## config.mk

```make
export PLATFORM = sky130hd
export DESIGN_NAME = phase_bias_comp
export DESIGN_NICKNAME = d
export VERILOG_FILES = /design/src/rtl/pbc_pkg.sv /design/src/rtl/pbc_window_avg.sv /design/src/rtl/pbc_sincos.sv /design/src/rtl/pbc_rotator.sv /design/src/rtl/phase_bias_comp.sv
export SDC_FILE = /design/constraint.sdc
export NUM_CORES = 2
export LEC_CHECK = 0
export ABC_CLOCK_PERIOD_IN_PS = 8100
export CAP_MARGIN = 20
export CORE_UTILIZATION = 25
export CTS_BUF_LIST = sky130_fd_sc_hd__clkbuf_8
export DETAILED_ROUTE_END_ITERATION = 8
export DONT_BUFFER_PORTS = 1
export PLACE_DENSITY = 0.44
export SETUP_SLACK_MARGIN = 0.15
export SLEW_MARGIN = 20
export SYNTH_ARGS = -nofsm -noshare
export SYNTH_HDL_FRONTEND = slang
export SYNTH_HIERARCHICAL = 1
export SYNTH_SLANG_ARGS = --single-unit
```

## constraint.sdc

```tcl
create_clock -name clk -period 8.1 [get_ports clk]
set_clock_uncertainty 0.2 [all_clocks]
set_input_delay 2.43 -clock clk [delete_from_list [all_inputs] [get_ports clk]]
set_output_delay 2.43 -clock clk [all_outputs]
set_load 0.01 [all_outputs]
```

## src/rtl/pbc_pkg.sv

```systemverilog
package pbc_pkg;

   // which path a sample takes through the rotator
   typedef enum logic {
      PATH_ROTATE = 1'b0,
      PATH_BYPASS = 1'b1
   } path_e;

   // true when v is a power of two and at least lo
   function automatic bit is_pow2_min(input int v, input int lo);
      return (v >= lo) && ((v & (v - 1)) == 0);
   endfunction

endpackage

```

## src/rtl/pbc_window_avg.sv

```systemverilog
module pbc_window_avg #(
   parameter int W    = 16,
   parameter int N    = 64,
   parameter int M    = 2
) (
   input  logic                clk,
   input  logic                rst_n,
   input  logic                lock,
   input  logic                smp_valid,
   input  logic signed [W-1:0] resid,
   output logic signed [W-1:0] est,
   output logic                est_valid
);
   localparam int LOG_N = $clog2(N);
   localparam int LOG_M = $clog2(M);
   localparam int SW    = W + LOG_N;
   localparam int FW    = LOG_N + 1;

   logic signed [W-1:0]  hist [N];
   logic [LOG_N-1:0]     wr_ptr;
   logic [FW-1:0]        fill;
   logic signed [SW-1:0] acc;
   logic signed [W-1:0]  oldest;
   logic                 full;

   assign full      = (fill == FW'(N));
   assign oldest    = full ? hist[wr_ptr] : '0;
   assign est_valid = full;

   always_ff @(posedge clk or negedge rst_n) begin
      if (!rst_n) begin
         acc    <= '0;
         wr_ptr <= '0;
         fill   <= '0;
      end else if (!lock) begin
         acc    <= '0;
         wr_ptr <= '0;
         fill   <= '0;
      end else if (smp_valid) begin
         acc    <= acc + SW'(resid) - SW'(oldest);
         wr_ptr <= wr_ptr + 1'b1;
         if (!full) fill <= fill + 1'b1;
      end
   end

   // storage needs no reset: entries are read only once the window is full
   always_ff @(posedge clk) begin
      if (lock && smp_valid) hist[wr_ptr] <= resid;
   end

   generate
      if (M == 1) begin : g_nofold
         assign est = W'(acc >>> LOG_N);
      end else begin : g_fold
         assign est = W'(acc >>> (LOG_N + LOG_M));
      end
   endgenerate

   assert_unlocked_zero_R3: assert property (@(posedge clk) disable iff (!rst_n)
      !lock |=> (acc == '0 && !est_valid));

   assert_idle_hold_R8: assert property (@(posedge clk) disable iff (!rst_n)
      (lock && !smp_valid) |=> ($stable(acc) && $stable(fill)));

   assert_fill_bound_R4: assert property (@(posedge clk) disable iff (!rst_n)
      fill <= FW'(N));

   assert_full_needs_lock_R4: assert property (@(posedge clk) disable iff (!rst_n)
      $rose(est_valid) |-> $past(lock && smp_valid));
endmodule

```

## src/rtl/pbc_sincos.sv

```systemverilog
module pbc_sincos #(
   parameter int LUT_AW = 8,
   parameter int CW     = 16
) (
   input  logic                  clk,
   input  logic                  rst_n,
   input  logic [LUT_AW+1:0]     idx,
   output logic signed [CW-1:0]  cos_o,
   output logic signed [CW-1:0]  sin_o
);
   localparam int ENT = 1 << LUT_AW;
   localparam int AMP = (1 << (CW - 1)) - 1;
   localparam int IW  = LUT_AW + 2;

   function automatic logic [CW-2:0] entry(input int j);
      real a;
      a = 3.14159265358979323846 * j / (2.0 * ENT);
      return (CW-1)'($rtoi(AMP * $sin(a) + 0.5));
   endfunction

   logic [CW-2:0] rom [ENT];

   for (genvar g = 0; g < ENT; g++) begin : g_rom
      localparam logic [CW-2:0] VAL = entry(g);
      assign rom[g] = VAL;
   end

   // port 0 reads cos (phase advanced by a quarter turn), port 1 reads sin
   for (genvar k = 0; k < 2; k++) begin : g_port
      localparam logic signed [CW-1:0] RST_VAL = (k == 0) ? CW'(AMP) : '0;
      logic [IW-1:0]          p;
      logic [LUT_AW:0]        mir;
      logic [CW-1:0]          mag;
      logic signed [CW-1:0]   val;
      logic signed [CW-1:0]   val_q;

      assign p = (k == 0) ? idx + IW'(ENT) : idx;

      always_comb begin
         mir = p[LUT_AW] ? (LUT_AW+1)'(ENT) - {1'b0, p[LUT_AW-1:0]}
                         : {1'b0, p[LUT_AW-1:0]};
         mag = mir[LUT_AW] ? CW'(AMP) : {1'b0, rom[mir[LUT_AW-1:0]]};
         val = p[LUT_AW+1] ? -$signed(mag) : $signed(mag);
      end

      always_ff @(posedge clk or negedge rst_n) begin
         if (!rst_n) val_q <= RST_VAL;
         else        val_q <= val;
      end
   end

   assign cos_o = g_port[0].val_q;
   assign sin_o = g_port[1].val_q;

   assert_unit_mag_R6: assert property (@(posedge clk) disable iff (!rst_n)
      ((longint'(cos_o) * cos_o + longint'(sin_o) * sin_o) > longint'(AMP) * AMP - 65536) &&
      ((longint'(cos_o) * cos_o + longint'(sin_o) * sin_o) < longint'(AMP) * AMP + 65536));
endmodule

```

## src/rtl/pbc_rotator.sv

```systemverilog
module pbc_rotator #(
   parameter int DW = 16,
   parameter int CW = 16
) (
   input  logic                  clk,
   input  logic                  rst_n,
   input  logic                  v_in,
   input  pbc_pkg::path_e        path_in,
   input  logic signed [DW-1:0]  i_in,
   input  logic signed [DW-1:0]  q_in,
   input  logic signed [CW-1:0]  c_in,
   input  logic signed [CW-1:0]  s_in,
   output logic                  v_out,
   output logic signed [DW-1:0]  i_out,
   output logic signed [DW-1:0]  q_out
);
   import pbc_pkg::*;

   localparam int PW   = DW + CW;
   localparam int SUMW = PW + 1;
   localparam int SHW  = SUMW - (CW - 1);
   localparam logic signed [SUMW-1:0] RND  = SUMW'(1) <<< (CW - 2);
   localparam logic signed [SHW-1:0]  MAXV = SHW'((1 << (DW - 1)) - 1);
   localparam logic signed [SHW-1:0]  MINV = -MAXV - SHW'(1);

   // stage 2: products
   logic                 v2;
   path_e                path2;
   logic signed [DW-1:0] i2, q2;
   logic signed [PW-1:0] p_ic, p_qs, p_qc, p_is;

   always_ff @(posedge clk or negedge rst_n) begin
      if (!rst_n) begin
         v2    <= 1'b0;
         path2 <= PATH_BYPASS;
         i2    <= '0;
         q2    <= '0;
         p_ic  <= '0;
         p_qs  <= '0;
         p_qc  <= '0;
         p_is  <= '0;
      end else begin
         v2    <= v_in;
         path2 <= path_in;
         i2    <= i_in;
         q2    <= q_in;
         p_ic  <= i_in * c_in;
         p_qs  <= q_in * s_in;
         p_qc  <= q_in * c_in;
         p_is  <= i_in * s_in;
      end
   end

   // stage 3: sum, round, saturate
   logic signed [SUMW-1:0] sum_i, sum_q;
   logic signed [SHW-1:0]  sh_i, sh_q;
   logic signed [DW-1:0]   sat_i, sat_q;

   always_comb begin
      sum_i = SUMW'(p_ic) + SUMW'(p_qs) + RND;
      sum_q = SUMW'(p_qc) - SUMW'(p_is) + RND;
      sh_i  = SHW'(sum_i >>> (CW - 1));
      sh_q  = SHW'(sum_q >>> (CW - 1));
      if (sh_i > MAXV)      sat_i = DW'(MAXV);
      else if (sh_i < MINV) sat_i = DW'(MINV);
      else                  sat_i = DW'(sh_i);
      if (sh_q > MAXV)      sat_q = DW'(MAXV);
      else if (sh_q < MINV) sat_q = DW'(MINV);
      else                  sat_q = DW'(sh_q);
   end

   always_ff @(posedge clk or negedge rst_n) begin
      if (!rst_n) begin
         v_out <= 1'b0;
         i_out <= '0;
         q_out <= '0;
      end else begin
         v_out <= v2;
         i_out <= (path2 == PATH_BYPASS) ? i2 : sat_i;
         q_out <= (path2 == PATH_BYPASS) ? q2 : sat_q;
      end
   end

   assert_stage_valid_R2: assert property (@(posedge clk) disable iff (!rst_n)
      v_in |=> ##1 v_out);
endmodule

```

## src/rtl/phase_bias_comp.sv

```systemverilog
module phase_bias_comp #(
   parameter int DW     = 16,
   parameter int PW     = 16,
   parameter int WIN    = 64,
   parameter int FOLD   = 2,
   parameter int LUT_AW = 8
) (
   input  logic          clk,
   input  logic          rst_n,
   input  logic          in_valid,
   input  logic [15:0]   in_i,
   input  logic [15:0]   in_q,
   input  logic [15:0]   in_resid,
   input  logic          lock,
   output logic          out_valid,
   output logic [15:0]   out_i,
   output logic [15:0]   out_q,
   output logic [15:0]   est_phase,
   output logic          est_valid
);
   import pbc_pkg::*;

   localparam int CW = 16;
   localparam int IW = LUT_AW + 2;

   if (!is_pow2_min(WIN, 2)) begin : g_bad_win
      $error("WIN must be a power of two, at least 2");
   end
   if (!is_pow2_min(FOLD, 1)) begin : g_bad_fold
      $error("FOLD must be a power of two");
   end
   if (DW != 16 || PW != 16) begin : g_bad_width
      $error("port widths are fixed at 16 bits");
   end
   if (IW > PW) begin : g_bad_lut
      $error("table index wider than phase word");
   end

   logic signed [PW-1:0] est_w;
   logic                 est_ok;

   pbc_window_avg #(.W(PW), .N(WIN), .M(FOLD)) u_avg (
      .clk       (clk),
      .rst_n     (rst_n),
      .lock      (lock),
      .smp_valid (in_valid),
      .resid     ($signed(in_resid)),
      .est       (est_w),
      .est_valid (est_ok)
   );

   assign est_phase = est_w;
   assign est_valid = est_ok;

   // stage 1: capture sample and select path; table read in parallel
   logic                 v1;
   path_e                path1;
   logic signed [DW-1:0] i1, q1;
   logic signed [CW-1:0] c1, s1;

   always_ff @(posedge clk or negedge rst_n) begin
      if (!rst_n) begin
         v1    <= 1'b0;
         path1 <= PATH_BYPASS;
         i1    <= '0;
         q1    <= '0;
      end else begin
         v1    <= in_valid;
         path1 <= (lock && est_ok) ? PATH_ROTATE : PATH_BYPASS;
         i1    <= $signed(in_i);
         q1    <= $signed(in_q);
      end
   end

   pbc_sincos #(.LUT_AW(LUT_AW), .CW(CW)) u_trig (
      .clk   (clk),
      .rst_n (rst_n),
      .idx   (est_w[PW-1 -: IW]),
      .cos_o (c1),
      .sin_o (s1)
   );

   logic signed [DW-1:0] oi, oq;

   pbc_rotator #(.DW(DW), .CW(CW)) u_rot (
      .clk     (clk),
      .rst_n   (rst_n),
      .v_in    (v1),
      .path_in (path1),
      .i_in    (i1),
      .q_in    (q1),
      .c_in    (c1),
      .s_in    (s1),
      .v_out   (out_valid),
      .i_out   (oi),
      .q_out   (oq)
   );

   assign out_i = oi;
   assign out_q = oq;

   assert_latency_R2: assert property (@(posedge clk) disable iff (!rst_n)
      in_valid |=> ##2 out_valid);

   assert_no_orphan_R2: assert property (@(posedge clk) disable iff (!rst_n)
      out_valid |-> $past(in_valid, 3));

   assert_unlocked_pass_R3: assert property (@(posedge clk) disable iff (!rst_n)
      (in_valid && !lock) |=> ##2 (out_i == $past(in_i, 3) && out_q == $past(in_q, 3)));

   assert_unlocked_est_R9: assert property (@(posedge clk) disable iff (!rst_n)
      !lock |=> (est_phase == '0));
endmodule

```

Word level (Yosys, flattened, before mapping) --
Memories as Yosys holds them, arrays and structs flattened. Cells that the tools add are included.
Word-level totals: bits in registers 296, RAM bits 1024, ROM bits 7680, memories 3
Cells by class: $add $sub $neg 13, multiply operators 4, $lt $le $gt $ge 6, eq/ne operators 3, multiplexer cells 27, bitwise gates (word level) 2, reductions and logical operators 3
Memories:
- (no name shown) | depth 256, bits a word 15, rd ports 1, clocked after memory_dff 0, write ports 0, RTL line pbc_sincos.sv:42 | mag = mir[LUT_AW] ? CW'(AMP) : {1'b0, rom[mir[LUT_AW-1:0]]};
- (no name shown) | depth 256, bits a word 15, rd ports 1, clocked after memory_dff 0, write ports 0, RTL line pbc_sincos.sv:42
- u_avg.hist | depth 64, bits a word 16, rd ports 1, clocked after memory_dff 0, write ports 1, RTL line pbc_window_avg.sv:19 | logic signed [W-1:0] hist [N];
Operators with widths (number):
- two-way mux 16 bit | 9
- multiplier 16 x 16 -> 32 bit | 4
- two-way mux 15 bit | 6
- adder 33 x 16 -> 33 bit, second input constant | 2
- two-way mux 22 bit | 2
- greater-than comparator 18 x 16 -> 1 bit, second input constant | 2
- < comparator 18 x 16 -> 1 bit, second input constant | 2
- adder 32 x 32 -> 33 bit | 1
- subtractor 32 x 32 -> 33 bit | 1
- negator 16 bit | 2
- adder 22 x 16 -> 22 bit | 1
- subtractor 22 x 16 -> 22 bit | 1
- two-way mux 7 bit | 3
- >= comparator 9 bit, second input constant | 2
- two-way mux 9 bit | 2
- inverter 8 -> 9 bit | 2
- subtractor 9 x 8 -> 9 bit, first input constant | 2
- two-way mux 6 bit | 2
- adder 10 x 9 -> 10 bit, second input constant | 1
- adder 7 x 1 -> 7 bit, second input constant | 1
- == test 7 bit, second input constant | 1
- adder 6 x 1 -> 6 bit, second input constant | 1
- inequality test 2 bit, second input constant | 2
- two-way mux 1 bit | 3
- other kinds (2) | 3

Depth between registers and ports, before layout --
word-level depth 10, mapped depth 25, depth with buffers taken out 23

Cells and area by module --
Netlist, hierarchy kept.
Modules (own cells, without submodules):
- pbc_rotator | times used 1, cells each 5006, area each 47762.1 um2, sequential area each 4880.9 um2
- pbc_window_avg | times used 1, cells each 2549, area each 43040.0 um2, sequential area each 31625.3 um2
- pbc_sincos | times used 1, cells each 1886, area each 12653.4 um2, sequential area each 819.5 um2
- phase_bias_comp | times used 1, cells each 35, area each 855.8 um2, sequential area each 852.1 um2

Worst setup path before layout --
Ideal clock, no wire load.
kind reg-to-reg, start point reg u_trig.g_port[0].val_q[1], in the netlist u_trig/cos_o[1], end point reg u_rot.p_ic[31], library setup time 79 ps, arrival time 6221 ps, required time 7821 ps, path slack 1600 ps, stages on the path, launching flop included 22, period minus slack after synthesis 6500 ps, cells stage by stage dfstp_2 -> clkbuf_1 -> nand2_1 -> inv_1 -> fa_1 -> fa_1 -> fa_1 -> fa_1 -> fa_1 -> inv_1 -> fa_1 -> inv_1 -> ha_1 -> a21o_1 -> a21o_1 -> a21oi_1 -> o21ai_0 -> a22o_1 -> a311o_1 -> a41o_1 -> a21oi_1 -> xor2_1
Between the ends: word-level cells in the longest chain between the ends 1
RTL lines:
- start, declared | RTL line pbc_sincos.sv:35 | logic signed [CW-1:0] val_q;
- start signal, assigned | RTL line pbc_sincos.sv:48 | else val_q <= val;
- multiplier 16 x 16 -> 32 bit | RTL line pbc_rotator.sv:47 | p_ic <= i_in * c_in;
- end signal, assigned | RTL line pbc_rotator.sv:47
- end, declared | RTL line pbc_rotator.sv:30 | logic signed [PW-1:0] p_ic, p_qs, p_qc, p_is;
Every way passes these cells. A chain may end at the register's enable or synchronous reset.

Worst setup path in the final report --
start point reg q1[10], end point reg u_rot.p_qc[31]
Between the ends: word-level cells in the longest chain between the ends 1
RTL lines:
- start, declared | RTL line phase_bias_comp.sv:58 | logic signed [DW-1:0] i1, q1;
- start signal, assigned | RTL line phase_bias_comp.sv:71 | q1 <= $signed(in_q);
- multiplier 16 x 16 -> 32 bit | RTL line pbc_rotator.sv:49 | p_qc <= q_in * c_in;
- end signal, assigned | RTL line pbc_rotator.sv:49
- end, declared | RTL line pbc_rotator.sv:30
Every way passes these cells.

==> flow_summary.ini <==
[route]
vias = 74400
avgRoutedWirePerCell_um = 24.4
postRouteAntennaNets = 0
totalWireLength_mm = 370
drt-vias-per-instance = 4.91
firstDrtPassIters = 6
drc = 0
drt-initial-drc-count = 6389

[setup_path]
start_kind = register
critPathKind = register to register
cpPeakStageDelay_ps = 1090
path_buf_inv = 5
required_ps = 8880
path_delay_family = adder cells
crit_slowest_cell = dfrtp_1
cp_max_fo = 20
end_kind = register
cp_cell_sequence = buf_4 -> and2_1 -> fa_1 -> inv_1 -> fa_1 -> fa_1 -> inv_1 -> fa_1 -> fa_1 -> inv_1 -> fa_1 -> inv_1 -> ha_1 -> nand2_1 -> o311ai_0 -> o211ai_1 -> o2111a_1 -> o21bai_1 -> a21oi_1 -> xnor2_1
arrival_ps = 8360
crit_top_cell = fa_1

[clock_tree]
cts_hold_buf = 0
clockBufferDepth = 4
cts_root_buf = clkbuf_8
cts_tree = done
cts_buffers = 240
cts.sinks = 1320
path_clk_slew_ps = 70
htreeDepth = 4
cts_setup_buffers = 0
clock_latency_ps = 1200

[placement]
placed_cells = 14700
place.gp.congestion = 0.878
hpwl_mm = 257
io_buffers = 0

[timing]
slew_headroom_pct = 17.1
fmax_mhz = 132
slew_violations = 0
rsz0062_at_grt = false
fin_crit_ps = 7580
fin_crit_sh_pct = 93.5
tns_ps = 0
worst_pin_slew_ps = 1240
setup_violations = 0
hold_viol = 0

[floorplan]
die_w_um = 648
ios = 102
floorplan.initialDensity_pct = 25.2
dieArea_um2 = 420000
rows = 236
die_h_um = 648
core_um2 = 414000

[synthesis]
synth_top_area_cell = edfxtp_1
avgSynthCellArea_um2 = 11.0
synth-edff-count = 1024
synth_cell_types = 124
ys_warn_count = 6
yosysTopAreaCellShare_pct = 29.5
ys_seq_area_share_pct = 36.6
ys_ff_latch = 1320
netlist_instances = 9476
synth_flop_cell = edfxtp_1
synthArstFlopShare_pct = 22.4
synth_area_um2 = 104000
synth_nets = 11100
synth_area_leaders = edfxtp_1 29%, fa_1 21%, dfrtp_1 6.7%

[min_path]
worstHoldPathType = register to register

[flow_run]
drv_cap = 0

[cells_and_area]
syn2layout_area_growth_pct = 11.4
fin_nets = 11100
fin_cells = 15200
drive_gt1_share_pct = 10.5
final_core_util_pct = 28.0

[run_status]
status = finished, final reports clean

[grt]
grt-ovfl-total = 0
grt_first_pass_wirelength_mm = 545
gr-usage-all-layers_pct = 17.4
grt_pass1_vias = 78200
grt_max_degree = 297
antenna_found_initial = 45
final cells by class:
cell class / instances / area [um2]
Fill cell: 43100 / 298000
Multi-Input combinational cell: 6212 / 58400
Sequential cell: 1320 / 38200
Tap cell: 5474 / 6850
Inverter: 1329 / 4990
Clock buffer: 255 / 3510
Timing Repair Buffer: 368 / 3040
Clock inverter: 189 / 1180
Antenna cell: 18 / 45.0
metal layers:
metal	vias to the layer above	global-route usage, %	part of all wire (%)
li1	32600	-	-
met1	38900	23.9	45
met2	2409	28.6	47
met3	549	2.53	5.7
met4	14	4.71	2.8
met5	-	0	0.025
path summary, 6_finish.rpt:
check,slack [ps],start,cells past startpoint,endpoint
max,520,q1[10],20,u_rot/p_qc[31]
max in group asynchronous,5820,rst_n,0,i1[4]
min in group asynchronous,820,rst_n,0,u_rot/q_out[14]
min reg2reg,140,path1,0,u_rot/path2
min,140,path1,0,u_rot/path2
max reg2reg,520,q1[10],20,u_rot/p_qc[31]
cells by family after synthesis:
| family | after synthesis | synth area share (%) |
|---|---|---|
| buffers and inverters | 1944 | 7.56 |
| XOR/XNOR | 249 | 2.11 |
| flip-flops | 1320 | 36.6 |
| adder cells (fa/ha/maj) | 1590 | 26.8 |
| multiplexers | 311 | 4.30 |
| AO/OA/AOI/OAI | 1797 | 12.0 |
| AND/OR/NAND/NOR | 2265 | 10.7 |
cells in the final DEF, fill, tap and decap left out, types with 95 or more instances in the layout:
cell / n
fa_1: 1069
ha_1: 521
nand2_1: 771
a22oi_1: 103
inv_1: 1395
buf_4: 345
and2_1: 524
a211oi_1: 101
a21oi_1: 394
clkbuf_8: 255
xnor2_1: 179
o21ai_0: 268
a221oi_1: 110
a21o_1: 95
dfrtp_1: 262
edfxtp_1: 1024
nand3_1: 120
mux2i_1: 125
nor2_1: 429
mux4_2: 101
registers in the layout (all words and copies together) (netlist names), 6 cells and up:
| register | cells |
|---|---|
| u_trig/sin_o | 16 |
| u_avg/acc | 22 |
| u_rot/p_ic | 32 |
| q1 | 16 |
| u_avg/fill | 7 |
| u_trig/cos_o | 16 |
| u_rot/p_qc | 32 |
| i1 | 16 |
| u_rot/i_out | 16 |
| u_rot/q_out | 16 |
| u_avg/hist | 1024 |
| u_rot/p_qs | 32 |
| u_rot/i2 | 16 |
| u_rot/p_is | 32 |
| u_avg/wr_ptr | 6 |
| u_rot/q2 | 16 |
through the flow:
step / worst slack (ps) / hold WS (ps) / area, um2
after floorplan: 1600 / 131 / 104000
after global placement: 275 / 135 / 111000
after detailed placement: 387 / 139 / 111000
after CTS: 472 / 132 / 116000
after global routing: 213 / 143 / 116000
final: 523 / 140 / 116000
cells in the mapped netlist (120+ instances only):
| master | n |
|---|---|
| a21oi_1 | 394 |
| and2_1 | 526 |
| buf_2 | 155 |
| clkbuf_1 | 361 |
| dfrtp_1 | 279 |
| edfxtp_1 | 1024 |
| fa_1 | 1069 |
| ha_1 | 521 |
| inv_1 | 1317 |
| mux2i_1 | 125 |
| nand2_1 | 771 |
| nand3_1 | 120 |
| nor2_1 | 435 |
| o21ai_0 | 269 |
| xnor2_1 | 181 |
repair_timing:
item / CTS / global route
endpoints found under the setup margin: 0 / 1
endpoints found under the hold margin: 0 / 0
resized for setup: 0 / 1
Power is not shown: default switching activity piles up to over one toggle a cycle in this logic, so the estimate is an artifact.
